File: config.mk
export PLATFORM = sky130hd
export DESIGN_NAME = pipe_adder_tree
export DESIGN_NICKNAME = d
export VERILOG_FILES = /design/src/rtl/adder_tree_pkg.sv /design/src/rtl/adder_tree_node.sv /design/src/rtl/adder_tree_level.sv /design/src/rtl/pipe_adder_tree.sv
export SDC_FILE = /design/constraint.sdc
export NUM_CORES = 1
export LEC_CHECK = 0
export ABC_AREA = 1
export BUFFER_PORTS_ARGS = -buffer_cell sky130_fd_sc_hd__buf_2
export CELL_PAD_IN_SITES_DETAIL_PLACEMENT = 2
export CELL_PAD_IN_SITES_GLOBAL_PLACEMENT = 2
export CORE_UTILIZATION = 35
export CTS_CLUSTER_SIZE = 14
export DETAILED_ROUTE_END_ITERATION = 12
export PLACE_DENSITY = 0.85
export SETUP_SLACK_MARGIN = 0.4
export SLEW_MARGIN = 20
export SYNTH_ARGS = -nofsm -noshare
export SYNTH_HDL_FRONTEND = slang
export SYNTH_SLANG_ARGS = --single-unit
File: constraint.sdc
create_clock -name clk_i -period 4.9 [get_ports clk_i]
set_clock_uncertainty 0.15 [all_clocks]
set_input_delay 0.245 -clock clk_i [delete_from_list [all_inputs] [get_ports clk_i]]
set_output_delay 0.245 -clock clk_i [all_outputs]
set_load 0.1 [all_outputs]
File: src/rtl/adder_tree_pkg.sv
package adder_tree_pkg;

  // Node count after lvl pairwise reductions of n operands.
  function automatic int nodes_at(input int n, input int lvl);
    int r;
    r = n;
    for (int k = 0; k < lvl; k++) r = (r + 1) / 2;
    return r;
  endfunction

endpackage

File: src/rtl/adder_tree_node.sv
module adder_tree_node #(
  parameter int W   = 8,
  parameter int OPS = 2
) (
  input  logic             clk_i,
  input  logic             rst_ni,
  input  logic [OPS*W-1:0] op_i,
  output logic [W:0]       sum_o
);

  logic signed [W-1:0] a;
  logic                armed_q;

  assign a = op_i[W-1:0];

  // Checker-only: high once the result register holds a computed value.
  always_ff @(posedge clk_i or negedge rst_ni) begin
    if (!rst_ni) armed_q <= 1'b0;
    else         armed_q <= 1'b1;
  end

  if (OPS == 2) begin : g_add
    logic signed [W-1:0] b;
    assign b = op_i[2*W-1:W];

    always_ff @(posedge clk_i or negedge rst_ni) begin
      if (!rst_ni) sum_o <= '0;
      else         sum_o <= {a[W-1], a} + {b[W-1], b};
    end

    assert_no_overflow_R3 : assert property (@(posedge clk_i) disable iff (!rst_ni || !armed_q)
      ($past(a) < 0 && $past(b) < 0) |-> ($signed(sum_o) < 0));

    assert_no_wrap_pos_R3 : assert property (@(posedge clk_i) disable iff (!rst_ni || !armed_q)
      ($past(a) >= 0 && $past(b) >= 0) |-> ($signed(sum_o) >= 0));
  end else begin : g_dly
    always_ff @(posedge clk_i or negedge rst_ni) begin
      if (!rst_ni) sum_o <= '0;
      else         sum_o <= {a[W-1], a};
    end

    assert_lone_sign_R4 : assert property (@(posedge clk_i) disable iff (!rst_ni || !armed_q)
      ($past(a) < 0) |-> ($signed(sum_o) < 0));
  end

endmodule

File: src/rtl/adder_tree_level.sv
module adder_tree_level #(
  parameter  int N_OPS = 5,
  parameter  int W     = 8,
  localparam int N_OUT = (N_OPS + 1) / 2
) (
  input  logic                 clk_i,
  input  logic                 rst_ni,
  input  logic [N_OPS*W-1:0]   op_i,
  output logic [N_OUT*(W+1)-1:0] sum_o
);

  for (genvar j = 0; j < N_OUT; j++) begin : g_node
    if (2*j + 1 < N_OPS) begin : g_pair
      adder_tree_node #(.W(W), .OPS(2)) u_node (
        .clk_i  (clk_i),
        .rst_ni (rst_ni),
        .op_i   (op_i[2*j*W +: 2*W]),
        .sum_o  (sum_o[j*(W+1) +: W+1])
      );
    end else begin : g_lone
      adder_tree_node #(.W(W), .OPS(1)) u_node (
        .clk_i  (clk_i),
        .rst_ni (rst_ni),
        .op_i   (op_i[2*j*W +: W]),
        .sum_o  (sum_o[j*(W+1) +: W+1])
      );
    end
  end

endmodule

File: src/rtl/pipe_adder_tree.sv
module pipe_adder_tree
  import adder_tree_pkg::*;
#(
  parameter  int N_IN  = 8,
  parameter  int IN_W  = 16,
  parameter  int DEPTH = $clog2(N_IN),
  localparam int OUT_W = IN_W + DEPTH
) (
  input  logic                 clk_i,
  input  logic                 rst_ni,
  input  logic [N_IN*IN_W-1:0] opnd_i,
  output logic [OUT_W-1:0]     sum_o
);

  if (DEPTH == 0) begin : g_bypass
    // Single operand: no stage, no register.
    assign sum_o = opnd_i;
  end else begin : g_tree
    for (genvar l = 0; l < DEPTH; l++) begin : g_lvl
      localparam int NI = nodes_at(N_IN, l);
      localparam int NO = nodes_at(N_IN, l + 1);
      localparam int WI = IN_W + l;

      logic [NI*WI-1:0]     d;
      logic [NO*(WI+1)-1:0] q;

      if (l == 0) begin : g_src
        assign d = opnd_i;
      end else begin : g_src
        assign d = g_lvl[l-1].q;
      end

      adder_tree_level #(.N_OPS(NI), .W(WI)) u_lvl (
        .clk_i  (clk_i),
        .rst_ni (rst_ni),
        .op_i   (d),
        .sum_o  (q)
      );
    end

    assign sum_o = g_lvl[DEPTH-1].q;

    // End-to-end reference: flat sum delayed DEPTH cycles.
    logic signed [OUT_W-1:0] ref_now;
    logic        [OUT_W-1:0] ref_q [DEPTH];
    int unsigned             fill_q;

    always_comb begin
      ref_now = '0;
      for (int i = 0; i < N_IN; i++)
        ref_now = ref_now + OUT_W'($signed(opnd_i[i*IN_W +: IN_W]));
    end

    always_ff @(posedge clk_i or negedge rst_ni) begin
      if (!rst_ni) begin
        fill_q <= 0;
        for (int k = 0; k < DEPTH; k++) ref_q[k] <= '0;
      end else begin
        if (fill_q < DEPTH) fill_q <= fill_q + 1;
        ref_q[0] <= ref_now;
        for (int k = 1; k < DEPTH; k++) ref_q[k] <= ref_q[k-1];
      end
    end

    // Covers R1 as well.
    assert_sum_latency_R2 : assert property (@(posedge clk_i) disable iff (!rst_ni)
      (fill_q == DEPTH) |-> (sum_o == ref_q[DEPTH-1]));

    always @(posedge clk_i) begin
      if (!rst_ni) assert_reset_zero_R5 : assert (sum_o == '0);
    end
  end

endmodule

== Word-level counts from Yosys, hierarchy flattened ==
Cells that the tools add are included.
Cells by class
  add/sub/neg operators: 7
  $mul: 0
  divide/modulo/power cells: 0
  order comparisons: 0
  equality and inequality tests: 0
  shifts and indexed selects: 0
  multiplexer cells: 0
  bitwise operators: 0
  reduce and logical (&&, ||, !) cells: 0
Operators with widths (count)
  16-bit by 16-bit adder with 17-bit output: 4
  17-bit by 17-bit adder with 18-bit output: 2
  18-bit by 18-bit adder with 19-bit output: 1
Storage, ports and cells
  register bits after elaboration: 123
  bits in latches: 0
  RAM bits: 0
  memory bits (read-only): 0
  input bits: 130
  output and inout bits: 19
  word-level logic and storage cells: 14
  memories kept: 0

== Depth between registers and ports, before layout ==
Gate-level depths: netlist (run 1).
  depth in word-level cells: 1
  mapped depth: 12
  depth with buffers taken out: 12

== Cells and area by module ==
A second synthesis (run 1) with hierarchy kept.
Unflattened totals
  cells, all modules: 1451
  area total of the unflattened synthesis: 10082.2 µm²
Modules (own cells, without submodules)
  adder_tree_node (g_tree.g_lvl[0].u_lvl.g_node[1].g_pair.u_node ...): instances 3, cells an instance 212, area an instance 1436.4 µm², sequential area each 425.4 µm²
  adder_tree_node (g_tree.g_lvl[1].u_lvl.g_node[0].g_pair.u_node ...): instances 2, cells an instance 195, area an instance 1418.9 µm², sequential area each 450.4 µm²
  adder_tree_node (g_tree.g_lvl[2].u_lvl.g_node[0].g_pair.u_node): instances 1, cells an instance 213, area an instance 1511.4 µm², sequential area each 475.5 µm²
  adder_tree_node (g_tree.g_lvl[0].u_lvl.g_node[0].g_pair.u_node): instances 1, cells an instance 212, area an instance 1423.9 µm², sequential area each 425.4 µm²

== Least setup slack after synthesis (run 1) ==
OpenSTA, ideal clock, no wires.
  path type: reg2reg
  start point: reg g_tree.g_lvl[0].u_lvl.g_node[2].g_pair.u_node.sum_o[0]
  end point: reg g_tree.g_lvl[1].u_lvl.g_node[1].g_pair.u_node.sum_o[12]
  setup time: 0.117 ns
  arrival: 1.543 ns
  data required time: 4.633 ns
  setup slack: 3.090 ns
  stages on the path, launching flop included: 11
  buffers on the path: 0
  period minus slack after synthesis: 1.810 ns
  cell sequence: dfrtp_1 > ha_1 > inv_1 > fa_1 > nand3b_1 > nand2_1 > nand3_1 > nand2_1 > nand2_1 > nand3_1 > nand2_1
Between the ends
  longest elaborated chain between the ends: 1
Ends and longest elaborated chain
  start: declaration: RTL line adder_tree_node.sv:8  | output logic [W:0] sum_o
  start signal: assignment: RTL line adder_tree_node.sv:28  | else sum_o <= {a[W-1], a} + {b[W-1], b};
  17-bit by 17-bit adder with 18-bit output: RTL line adder_tree_node.sv:28
  end signal: assignment: RTL line adder_tree_node.sv:28
  end: declaration: RTL line adder_tree_node.sv:8
No other way between the ends.

== Worst setup path after layout (run 1) ==
  start point: reg g_tree.g_lvl[1].u_lvl.g_node[0].g_pair.u_node.sum_o[0]
  end point: reg g_tree.g_lvl[2].u_lvl.g_node[0].g_pair.u_node.sum_o[16]
Between the ends
  longest elaborated chain between the ends: 1
Ends and longest elaborated chain (RTL line)
  start: declaration: adder_tree_node.sv:8
  start signal: assignment: adder_tree_node.sv:28
  18-bit by 18-bit adder with 19-bit output: adder_tree_node.sv:28
  end signal: assignment: adder_tree_node.sv:28
  end: declaration: adder_tree_node.sv:8
No other way between the ends.

==> results of run 1 <==
metrics by stage:
step / instance area (µm²) / utilization (%) / std cells
after global placement: 10770 / 40.06 / 1831
after detailed placement: 10770 / 40.06 / 1831
final: 11520 / 42.85 / 1878
after global routing: 11520 / 42.85 / 1878
after CTS: 11510 / 42.84 / 1878
after floorplan: 9588 / - / 1341
path summary, 6_finish.rpt:
path / from / endpoint / depth (start not counted)
min in group asynchronous: rst_ni / async pin / 2
min reg2reg: flip-flop / flip-flop / 1
max reg2reg: flip-flop / flip-flop / 12
max: flip-flop / flip-flop / 12
min: opnd_i[24] / flip-flop / 3
max in group asynchronous: rst_ni / async pin / 3
metal layers:
| layer | GRT usage [%] | wire length (µm) | up-vias | share of wire [%] |
|---|---|---|---|---|
| li1 | - | - | 4674 | - |
| met1 | 32.84 | 16090 | 5009 | 42 |
| met2 | 52.61 | 20030 | 182 | 53 |
| met3 | 4.656 | 1254 | 64 | 3.3 |
| met4 | 7.659 | 670 | 0 | 1.8 |
| met5 | 0 | 0 | - | 0 |
cells by family after synthesis:
group                      after synthesis  share of synthesized area [%]
and+or+nand+nor                        729                          31.67
buffers and inverters                  163                          6.381
AOI/OAI and AO/OA                      150                          8.404
adders and majority gates              123                          16.60
DFF                                    123                          32.10
xor gates and xnor gates                53                          4.841
cell usage after synthesis:
| library cell | number | area, µm² |
|---|---|---|
| nand2_2 | 14 | 87.58 |
| nand3b_1 | 2 | 15.01 |
| o21bai_1 | 2 | 15.01 |
| o21ai_1 | 1 | 5.000 |
| a21oi_2 | 10 | 87.58 |
| nand2_1 | 454 | 1704 |
| xnor2_1 | 10 | 87.58 |
| nand3_1 | 98 | 490.5 |
| a21oi_1 | 94 | 470.5 |
| nor3_1 | 18 | 90.09 |
| dfrtp_1 | 123 | 3078 |
| o21ai_0 | 38 | 190.2 |
| nor2_1 | 113 | 424.2 |
| a21o_1 | 5 | 37.54 |
| ha_1 | 116 | 1451 |
| xor2_1 | 43 | 376.6 |
| fa_1 | 7 | 140.1 |
| nor2_2 | 2 | 12.51 |
| nand4_1 | 7 | 43.79 |
| and2_1 | 11 | 68.82 |
| inv_1 | 163 | 611.8 |
| nand3_2 | 10 | 100.1 |
critical path: stages (launching register included):
cell	delay (ns)
dfrtp_1	0.35
ha_1	0.25
inv_1	0.10
fa_1	0.45
inv_1	0.17
nand3_1	0.09
nand3_1	0.13
nand2_1	0.08
nand2_1	0.13
nand2_1	0.10
nand2_1	0.10
nand2_1	0.07
nand2_1	0.08
power breakdown:
part           switching, µW  internal (µW)  leakage, µW
Combinational           2720           1060      0.00469
Clock                    555            771     0.000288
Sequential               192           1370      0.00145
Total                   3460           3200      0.00643
final cells by class:
type / count / area [µm²]
sequential: 123 / 3078
clock inverter: 14 / 158.9
multi-input combinational: 1055 / 5898
tap: 341 / 426.7
timing repair buffer: 164 / 904.6
fill: 3210 / 15360
inverter: 163 / 611.8
clock buffer: 18 / 439.2
what timing repair did:
| item | CTS | global route |
|---|---|---|
| resized for setup | 0 | 0 |
| hold endpoints to repair | 82 | 0 |
| hold buffers | 15 | 0 |
==> impl_metrics.yaml, run 1 <==
detailed_routing:
  viasPerCell: 5.287
  drt-pass1-iter-count: 4
  drt_wl_total_um: 38050
  route.vias.total: 9929
  drc: 0
  routedWlPerCell_um: 20.26
  ant_nets: 0
  drt_iter0_markers: 447
cells_and_area:
  top_regs: "g_tree.g_lvl.u_lvl.g_node.g_pair.u_node.sum_o x123"
  syn2layout_area_growth_pct: 20.12
  n_antenna_cell: 0
  final_common_cell: "nand2_1"
  drive_gt1_share_pct: 14.12
  regMostFlops: "g_tree.g_lvl.u_lvl.g_node.g_pair.u_node.sum_o"
  largest_reg_flops: 123
  layout.nets: 1777
  final_cell_mix: "454 x nand2_1, 163 x inv_1, 147 x buf_2, 123 x dfrtp_1, 116 x ha_1"
clock_network:
  root_buffer: "clkbuf_16"
  clockBufferDepth: 2
  clock_sinks: 123
  h-tree-depth: 4
  clk_pin_slew_ns: 0.07
  numCtsBuffers: 17
  cts_tree: "built"
  post_cts_buffers: 0
  clk_latency_ns: 0.45
worst_setup_path:
  crit_path_end_kind: "flip-flop"
  cp.arrival_ns: 2.56
  start_kind: "flip-flop"
  path_class: "reg -> reg"
  path_max_fanout: 4
  r2r_setup_slack_ns: 2.57
  cp.required_ns: 5.13
logic_synthesis:
  ys_warn_count: 0
  yosysUniqueCellTypes: 22
  synth_cells: 1341
  synth_seq_cells: 123
  seq_area_frac_synth_pct: 32.10
  syn_area_mm2: 0.009588
  syn_nets: 1594
  syn_avg_cell_area_um2: 7.150
global_route:
  grt_pass1_wl_um: 61570
  grt_remaining_overflow: 0
  grt_usage_pct: 28.12
  grt_pass1_vias: 11510
  grt_max_degree: 77
  antenna_found_initial: 0
sta:
  drv_slew: 0
  timing.fmax_ghz: 0.4297
  holdWs_ns: 0.04555
  hold_viol_final: 0
  period_minus_slack_ns: 2.327
  setup_viol: 0
  setup_tns_ns: 0
  maxSlewHeadroom_pct: 48.83
  worst_slack_ns: 2.573
  fin_crit_sh_pct: 47.50
  rsz0062_at_grt: "false"
  tightest_slew_ns: 0.7675
power:
  p_leak_uw: 0.006433
  peakVddDrop_mv: 0.3290
  total_power_uw: 6668
  powerDensity_mw_per_mm2: 578.9
worst_hold_path:
  hold_class: "in -> reg"
place:
  io_buffers: 148
  place_congestion: 0.8335
  place_ws_ns: 2.760
  dp_hpwl_um: 26600
die:
  coreArea_mm2: 0.02688
  io_pins: 149
  start_util_pct: 35.68
  fp-row-count: 60
  dieArea_mm2: 0.02806
  die_width_um: 167.5
  die_y_um: 167.5
status:
  status: "finished clean"
flow_run:
  maxCapViolCount: 0
No activity file was read; power rests on OpenSTA's default activity.
==> inputs of run 2 (changes only) <==
--- a/config.mk
+++ b/config.mk
@@ -9,10 +9,10 @@
 export BUFFER_PORTS_ARGS = -buffer_cell sky130_fd_sc_hd__buf_2
 export CELL_PAD_IN_SITES_DETAIL_PLACEMENT = 2
 export CELL_PAD_IN_SITES_GLOBAL_PLACEMENT = 2
-export CORE_UTILIZATION = 35
+export CORE_UTILIZATION = 30
 export CTS_CLUSTER_SIZE = 14
 export DETAILED_ROUTE_END_ITERATION = 12
-export PLACE_DENSITY = 0.85
+export PLACE_DENSITY = 0.78
 export SETUP_SLACK_MARGIN = 0.4
 export SLEW_MARGIN = 20
 export SYNTH_ARGS = -nofsm -noshare
==> constraint.sdc (replaced) <==
create_clock -name clk_i -period 1.91 [get_ports clk_i]
set_clock_uncertainty 0.15 [all_clocks]
set_input_delay 0.0955 -clock clk_i [delete_from_list [all_inputs] [get_ports clk_i]]
set_output_delay 0.0955 -clock clk_i [all_outputs]
set_load 0.1 [all_outputs]
==> impl_metrics.yaml, run 2 (synthesized netlist as in run 1, its figures left out) <==
status:
  status: "complete, but fails checks"
  violations: "negative hold slack, negative setup slack"
cells_and_area:
  n_antenna_cell: 0
  largest_reg_flops: 123
  final_cell_mix: "347 x nand2_1, 151 x inv_1, 144 x buf_2, 119 x dfrtp_1, 96 x nor2_1"
  top_regs: "g_tree.g_lvl.u_lvl.g_node.g_pair.u_node.sum_o x123"
  layout.nets: 1869
  drive_gt1_share_pct: 33.64
  syn2layout_area_growth_pct: 47.72
  stdcell_area_mm2: 0.01416
  stdcell_count: 2031
  final_common_cell: "nand2_1"
  regMostFlops: "g_tree.g_lvl.u_lvl.g_node.g_pair.u_node.sum_o"
flow_run:
  maxCapViolCount: 0
sta:
  hold_viol_final: 3
  tightest_slew_ns: 0.9032
  maxSlewHeadroom_pct: 39.79
  fin_crit_sh_pct: 117.5
  holdWs_ns: -0.01513
  worst_slack_ns: -0.3333
  period_minus_slack_ns: 2.243
  drv_slew: 0
  timing.fmax_ghz: 0.4458
  rsz0062_at_grt: "true"
  setup_viol: 19
global_route:
  grt_usage_pct: 26.74
  grt_remaining_overflow: 0
  grt_pass1_wl_um: 67790
  grt_max_degree: 54
  grt_pass1_vias: 12010
  antenna_found_initial: 1
clock_network:
  clk_pin_slew_ns: 0.07
  root_buffer: "clkbuf_16"
  clock_sinks: 123
  cts_tree: "built"
  clockBufferDepth: 2
  numCtsBuffers: 17
  h-tree-depth: 4
  clk_latency_ns: 0.46
worst_setup_path:
  path_class: "reg -> reg"
  crit_path_end_kind: "flip-flop"
  r2r_setup_slack_ns: -0.33
  cp.arrival_ns: 2.48
  ff2ff_path_depth: 11
  path_max_fanout: 3
  start_kind: "flip-flop"
  cp.required_ns: 2.15
detailed_routing:
  drt-pass1-iter-count: 5
  viasPerCell: 5.404
  drc: 0
  drt_wl_total_um: 52410
  routedWlPerCell_um: 25.81
  ant_nets: 0
  drt_iter0_markers: 512
  route.vias.total: 10980
place:
  place_congestion: 0.8210
  dp_hpwl_um: 26710
  placedCellCount: 1898
  io_buffers: 148
  post_dp_cell_area_mm2: 0.01128
die:
  dieArea_mm2: 0.03268
  start_util_pct: 30.46
  io_pins: 149
  fp-row-count: 65
  die_width_um: 180.8
  coreArea_mm2: 0.03147
  die_y_um: 180.8
worst_hold_path:
  whs_path_depth: 3
  hold_class: "in -> reg"
  hp-start: "opnd_i[53]"
power:
  powerDensity_mw_per_mm2: 1650
  p_leak_uw: 0.007239
  total_power_uw: 23380
  peakVddDrop_mv: 0.9870
[run 2: cell types whose count changed in the layout (fill, tap and decap cells not counted), moves of 33 or more]
cell	previous run	this run
nand2_2	14	84
nand2_4	0	37
ha_1	116	66
buf_4	1	43
ha_4	0	45
dlygate4sd3_1	15	48
nand2_1	454	347
[run 2: timing repair]
action | CTS | global route
setup endpoints to repair | 44 | 79
hold buffers | 50 | 0
pin swaps | 63 | 71
hold endpoints to repair | 166 | 0
buffers inserted | 29 | 22
gates resized for setup | 177 | 152
[run 2: per-stage QoR]
step                util [%]  hold WS, ns  setup TNS (ns)  setup WS, ns
floorplan                  -      -0.3501               0        0.1737
global placement       35.84      -0.1001               0       0.04371
detailed placement     35.84     -0.09093         -0.2263      -0.06703
CTS                    42.47    -0.002691               0       0.03264
global route           45.00     0.004628          -4.096       -0.3673
finish                 45.00     -0.01513          -3.246       -0.3333
[run 2: worst max-delay path: stages, from the launching register on]
cell and delay [ns]:
dfrtp_1 0.38, ha_2 0.22, inv_2 0.07, fa_2 0.38
nand3b_1 0.22, nand2_2 0.16, nand2_2 0.11, nand2_4 0.12
nand3_2 0.10, nand2_2 0.08, nand2_1 0.08, nand2_1 0.09
[run 2: power by group]
part | switching (µW) | internal [µW]
registers | 842 | 3530
clock network | 1500 | 2000
logic | 9940 | 5570
total | 12300 | 11100
[run 2: worst max-delay path by stage]
stage / cells past startpoint / end / slack [ns]
finish: 11 / flip-flop / -0.33
global route: 11 / flip-flop / -0.37
CTS: 9 / flip-flop / 0.03
detailed placement: 11 / flip-flop / -0.07
global placement: 10 / flip-flop / 0.04
floorplan: 10 / flip-flop / 0.17
[run 2: area by class of cell]
cell class | count | area, µm²
fillers | 3505 | 17310
multi-input cells | 1055 | 7580
flip-flops and latches | 123 | 3083
repair buffers | 256 | 1782
inverters | 163 | 619.3
well taps | 402 | 503.0
clock buffers | 20 | 456.7
clock inverters | 12 | 140.1
[run 2: layer usage]
metal | track usage, % | routed length (µm) | up-vias
met5 | 0 | 0 | -
met4 | 8.513 | 2579 | 0
met3 | 4.132 | 2184 | 160
met2 | 48.71 | 26880 | 351
met1 | 31.94 | 20770 | 5611
li1 | - | - | 4854
==> inputs of run 3 (changes only) <==
--- a/config.mk
+++ b/config.mk
@@ -9,6 +9,7 @@
 export BUFFER_PORTS_ARGS = -buffer_cell sky130_fd_sc_hd__buf_2
 export CELL_PAD_IN_SITES_DETAIL_PLACEMENT = 2
 export CELL_PAD_IN_SITES_GLOBAL_PLACEMENT = 2
+export CORE_ASPECT_RATIO = 1.1
 export CORE_UTILIZATION = 30
 export CTS_CLUSTER_SIZE = 14
 export DETAILED_ROUTE_END_ITERATION = 12
==> impl_metrics.yaml, run 3 (synthesized netlist as in run 1, its figures left out) <==
cells_and_area:
  layout.nets: 1858
  fillerInstances: 3499
  final_common_cell: "nand2_1"
  regMostFlops: "g_tree.g_lvl.u_lvl.g_node.g_pair.u_node.sum_o"
  stdcell_area_mm2: 0.01417
  fin_util_pct: 45.13
  final_cell_mix: "358 x nand2_1, 155 x inv_1, 147 x buf_2, 117 x dfrtp_1, 92 x nor2_1"
  n_antenna_cell: 0
  syn2layout_area_growth_pct: 47.76
  drive_gt1_share_pct: 32.69
  top_regs: "g_tree.g_lvl.u_lvl.g_node.g_pair.u_node.sum_o x123"
  largest_reg_flops: 123
clock_network:
  h-tree-depth: 4
  clk_latency_ns: 0.46
  root_buffer: "clkbuf_16"
  clock_sinks: 123
  clockBufferDepth: 2
  numCtsBuffers: 17
  cts_tree: "built"
  clk_pin_slew_ns: 0.07
sta:
  maxSlewHeadroom_pct: 62.07
  worst_slack_ns: -0.2588
  hold_viol_final: 3
  rsz0062_at_grt: "true"
  fin_crit_sh_pct: 113.6
  setup_viol: 15
  tightest_slew_ns: 0.5689
  period_minus_slack_ns: 2.169
  timing.fmax_ghz: 0.4611
  holdWs_ns: -0.03427
  drv_slew: 0
die:
  die_y_um: 189.5
  fp-row-count: 68
  io_pins: 149
  coreArea_mm2: 0.03140
  die_width_um: 172.5
  start_util_pct: 30.54
  dieArea_mm2: 0.03268
global_route:
  grt_max_degree: 85
  grt_usage_pct: 25.67
  grt_pass1_vias: 11760
  antenna_found_initial: 2
  globalRouteMet3Util_pct: 3.198
  grt_use_met1_pct: 29.50
  gr-usage-met2_pct: 47.47
  grt_remaining_overflow: 0
  grt_pass1_wl_um: 64170
  busiest_layer: "met2"
worst_setup_path:
  cp_num_buf_inv: 1
  slowest_stage: "fa_2"
  path_max_fanout: 3
  crit_path_end_kind: "flip-flop"
  path_class: "reg -> reg"
  path_cells: "ha_2 > inv_2 > fa_2 > nand3b_1 > nand2_2 > nand2_1 > nand2_2 > nand3_2 > nand2_1 > nand2_1 > nand2_1"
  slowest_delay_ns: 0.37
  critPathTopFamily: "simple AND/OR/NAND/NOR gates"
  crit_top_cell: "nand2_1"
  start_kind: "flip-flop"
  r2r_setup_slack_ns: -0.26
  cp.arrival_ns: 2.40
  cp.required_ns: 2.14
  ff2ff_path_depth: 11
detailed_routing:
  ant_nets: 0
  route.vias.total: 10770
  viasPerCell: 5.286
  drt_wl_total_um: 49420
  routedWlPerCell_um: 24.25
  drt_iter0_markers: 343
  drt-pass1-iter-count: 5
  drc: 0
worst_hold_path:
  whs_path_depth: 5
  hold_class: "in -> reg"
  hp-start: "opnd_i[51]"
place:
  place_congestion: 0.8409
  post_dp_cell_area_mm2: 0.01127
  dp_hpwl_um: 25740
  io_buffers: 148
power:
  p_leak_uw: 0.007184
  peakVddDrop_mv: 0.5405
  powerDensity_mw_per_mm2: 1620
status:
  status: "complete, but fails checks"
  violations: "negative hold slack, negative setup slack"
flow_run:
  maxCapViolCount: 0
[run 3: cell count changes in the layout (fill, tap and decap cells not counted), sizes merged]
| cell | previous run | this run |
|---|---|---|
| buf | 204 | 192 |
| clkinvlp | 3 | 2 |
| clkbuf | 22 | 17 |
| dlymetal6s4s | 2 | 0 |
| clkinv | 5 | 3 |
| inv | 165 | 172 |
| bufinv | 2 | 1 |
| dlygate4sd3 | 48 | 53 |
[run 3: how the worst max path moves through the flow]
stage,startpoint,to,slack [ns],depth (start not counted)
after floorplan,flip-flop,flip-flop,0.17,10
after global placement,flip-flop,flip-flop,0.03,10
after detailed placement,flip-flop,flip-flop,-0.06,11
after CTS,flip-flop,flip-flop,-0.06,11
after global routing,flip-flop,flip-flop,-0.31,11
final,flip-flop,flip-flop,-0.26,11
[run 3: repair_timing]
| action | CTS | global route |
|---|---|---|
| hold buffers | 52 | 1 |
| setup endpoints to repair | 44 | 53 |
| buffers inserted | 18 | 21 |
| endpoints found under the hold margin | 169 | 1 |
| resized for setup | 172 | 152 |
| pin swaps | 63 | 59 |
[run 3: area by class of cell]
| cell class | instances | area [µm²] | area share [%] |
|---|---|---|---|
| clock buffer | 17 | 425.4 | 3.003 |
| clock inverter | 15 | 156.4 | 1.104 |
| multi-input combinational | 1055 | 7655 | 54.03 |
| tap | 420 | 525.5 | 3.709 |
| inverter | 163 | 616.8 | 4.354 |
| timing repair buffer | 245 | 1703 | 12.02 |
| sequential | 123 | 3085 | 21.78 |
[run 3: worst register-to-register path, stage by stage (launching register included)]
cell,delay (ns)
dfrtp_1,0.36
ha_2,0.21
inv_2,0.05
fa_2,0.37
nand3b_1,0.20
nand2_2,0.11
nand2_1,0.08
nand2_2,0.12
nand3_2,0.10
nand2_1,0.11
nand2_1,0.10
nand2_1,0.15
[run 3: stage by stage]
| step | power [µW] | std cells | setup slack [ns] | TNS (ns) |
|---|---|---|---|---|
| after detailed placement | 13910 | 1914 | -0.05503 | -0.1494 |
| after global routing | 23900 | 2038 | -0.3099 | -2.593 |
| after floorplan | 11090 | 1341 | 0.1737 | 0 |
| final | 22950 | 2038 | -0.2588 | -1.709 |
| after CTS | 19660 | 2016 | -0.06386 | -0.1775 |
| after global placement | 13460 | 1914 | 0.03175 | 0 |
[run 3: power breakdown]
| group | leakage, µW | switching (µW) | internal (µW) | total, µW |
|---|---|---|---|---|
| registers | 0.00144 | 816 | 3530 | 4340 |
| clock network | 0.000283 | 1600 | 1850 | 3440 |
| logic | 0.00546 | 9680 | 5480 | 15200 |
| total | 0.00718 | 12100 | 10800 | 22900 |
[run 3: routing by layer]
| layer | part of all wire (%) | routed length [µm] |
|---|---|---|
| met1 | 39 | 19220 |
| met2 | 53 | 26240 |
| met3 | 3.8 | 1887 |
| met4 | 4.2 | 2062 |
| met5 | 0.020 | 10 |
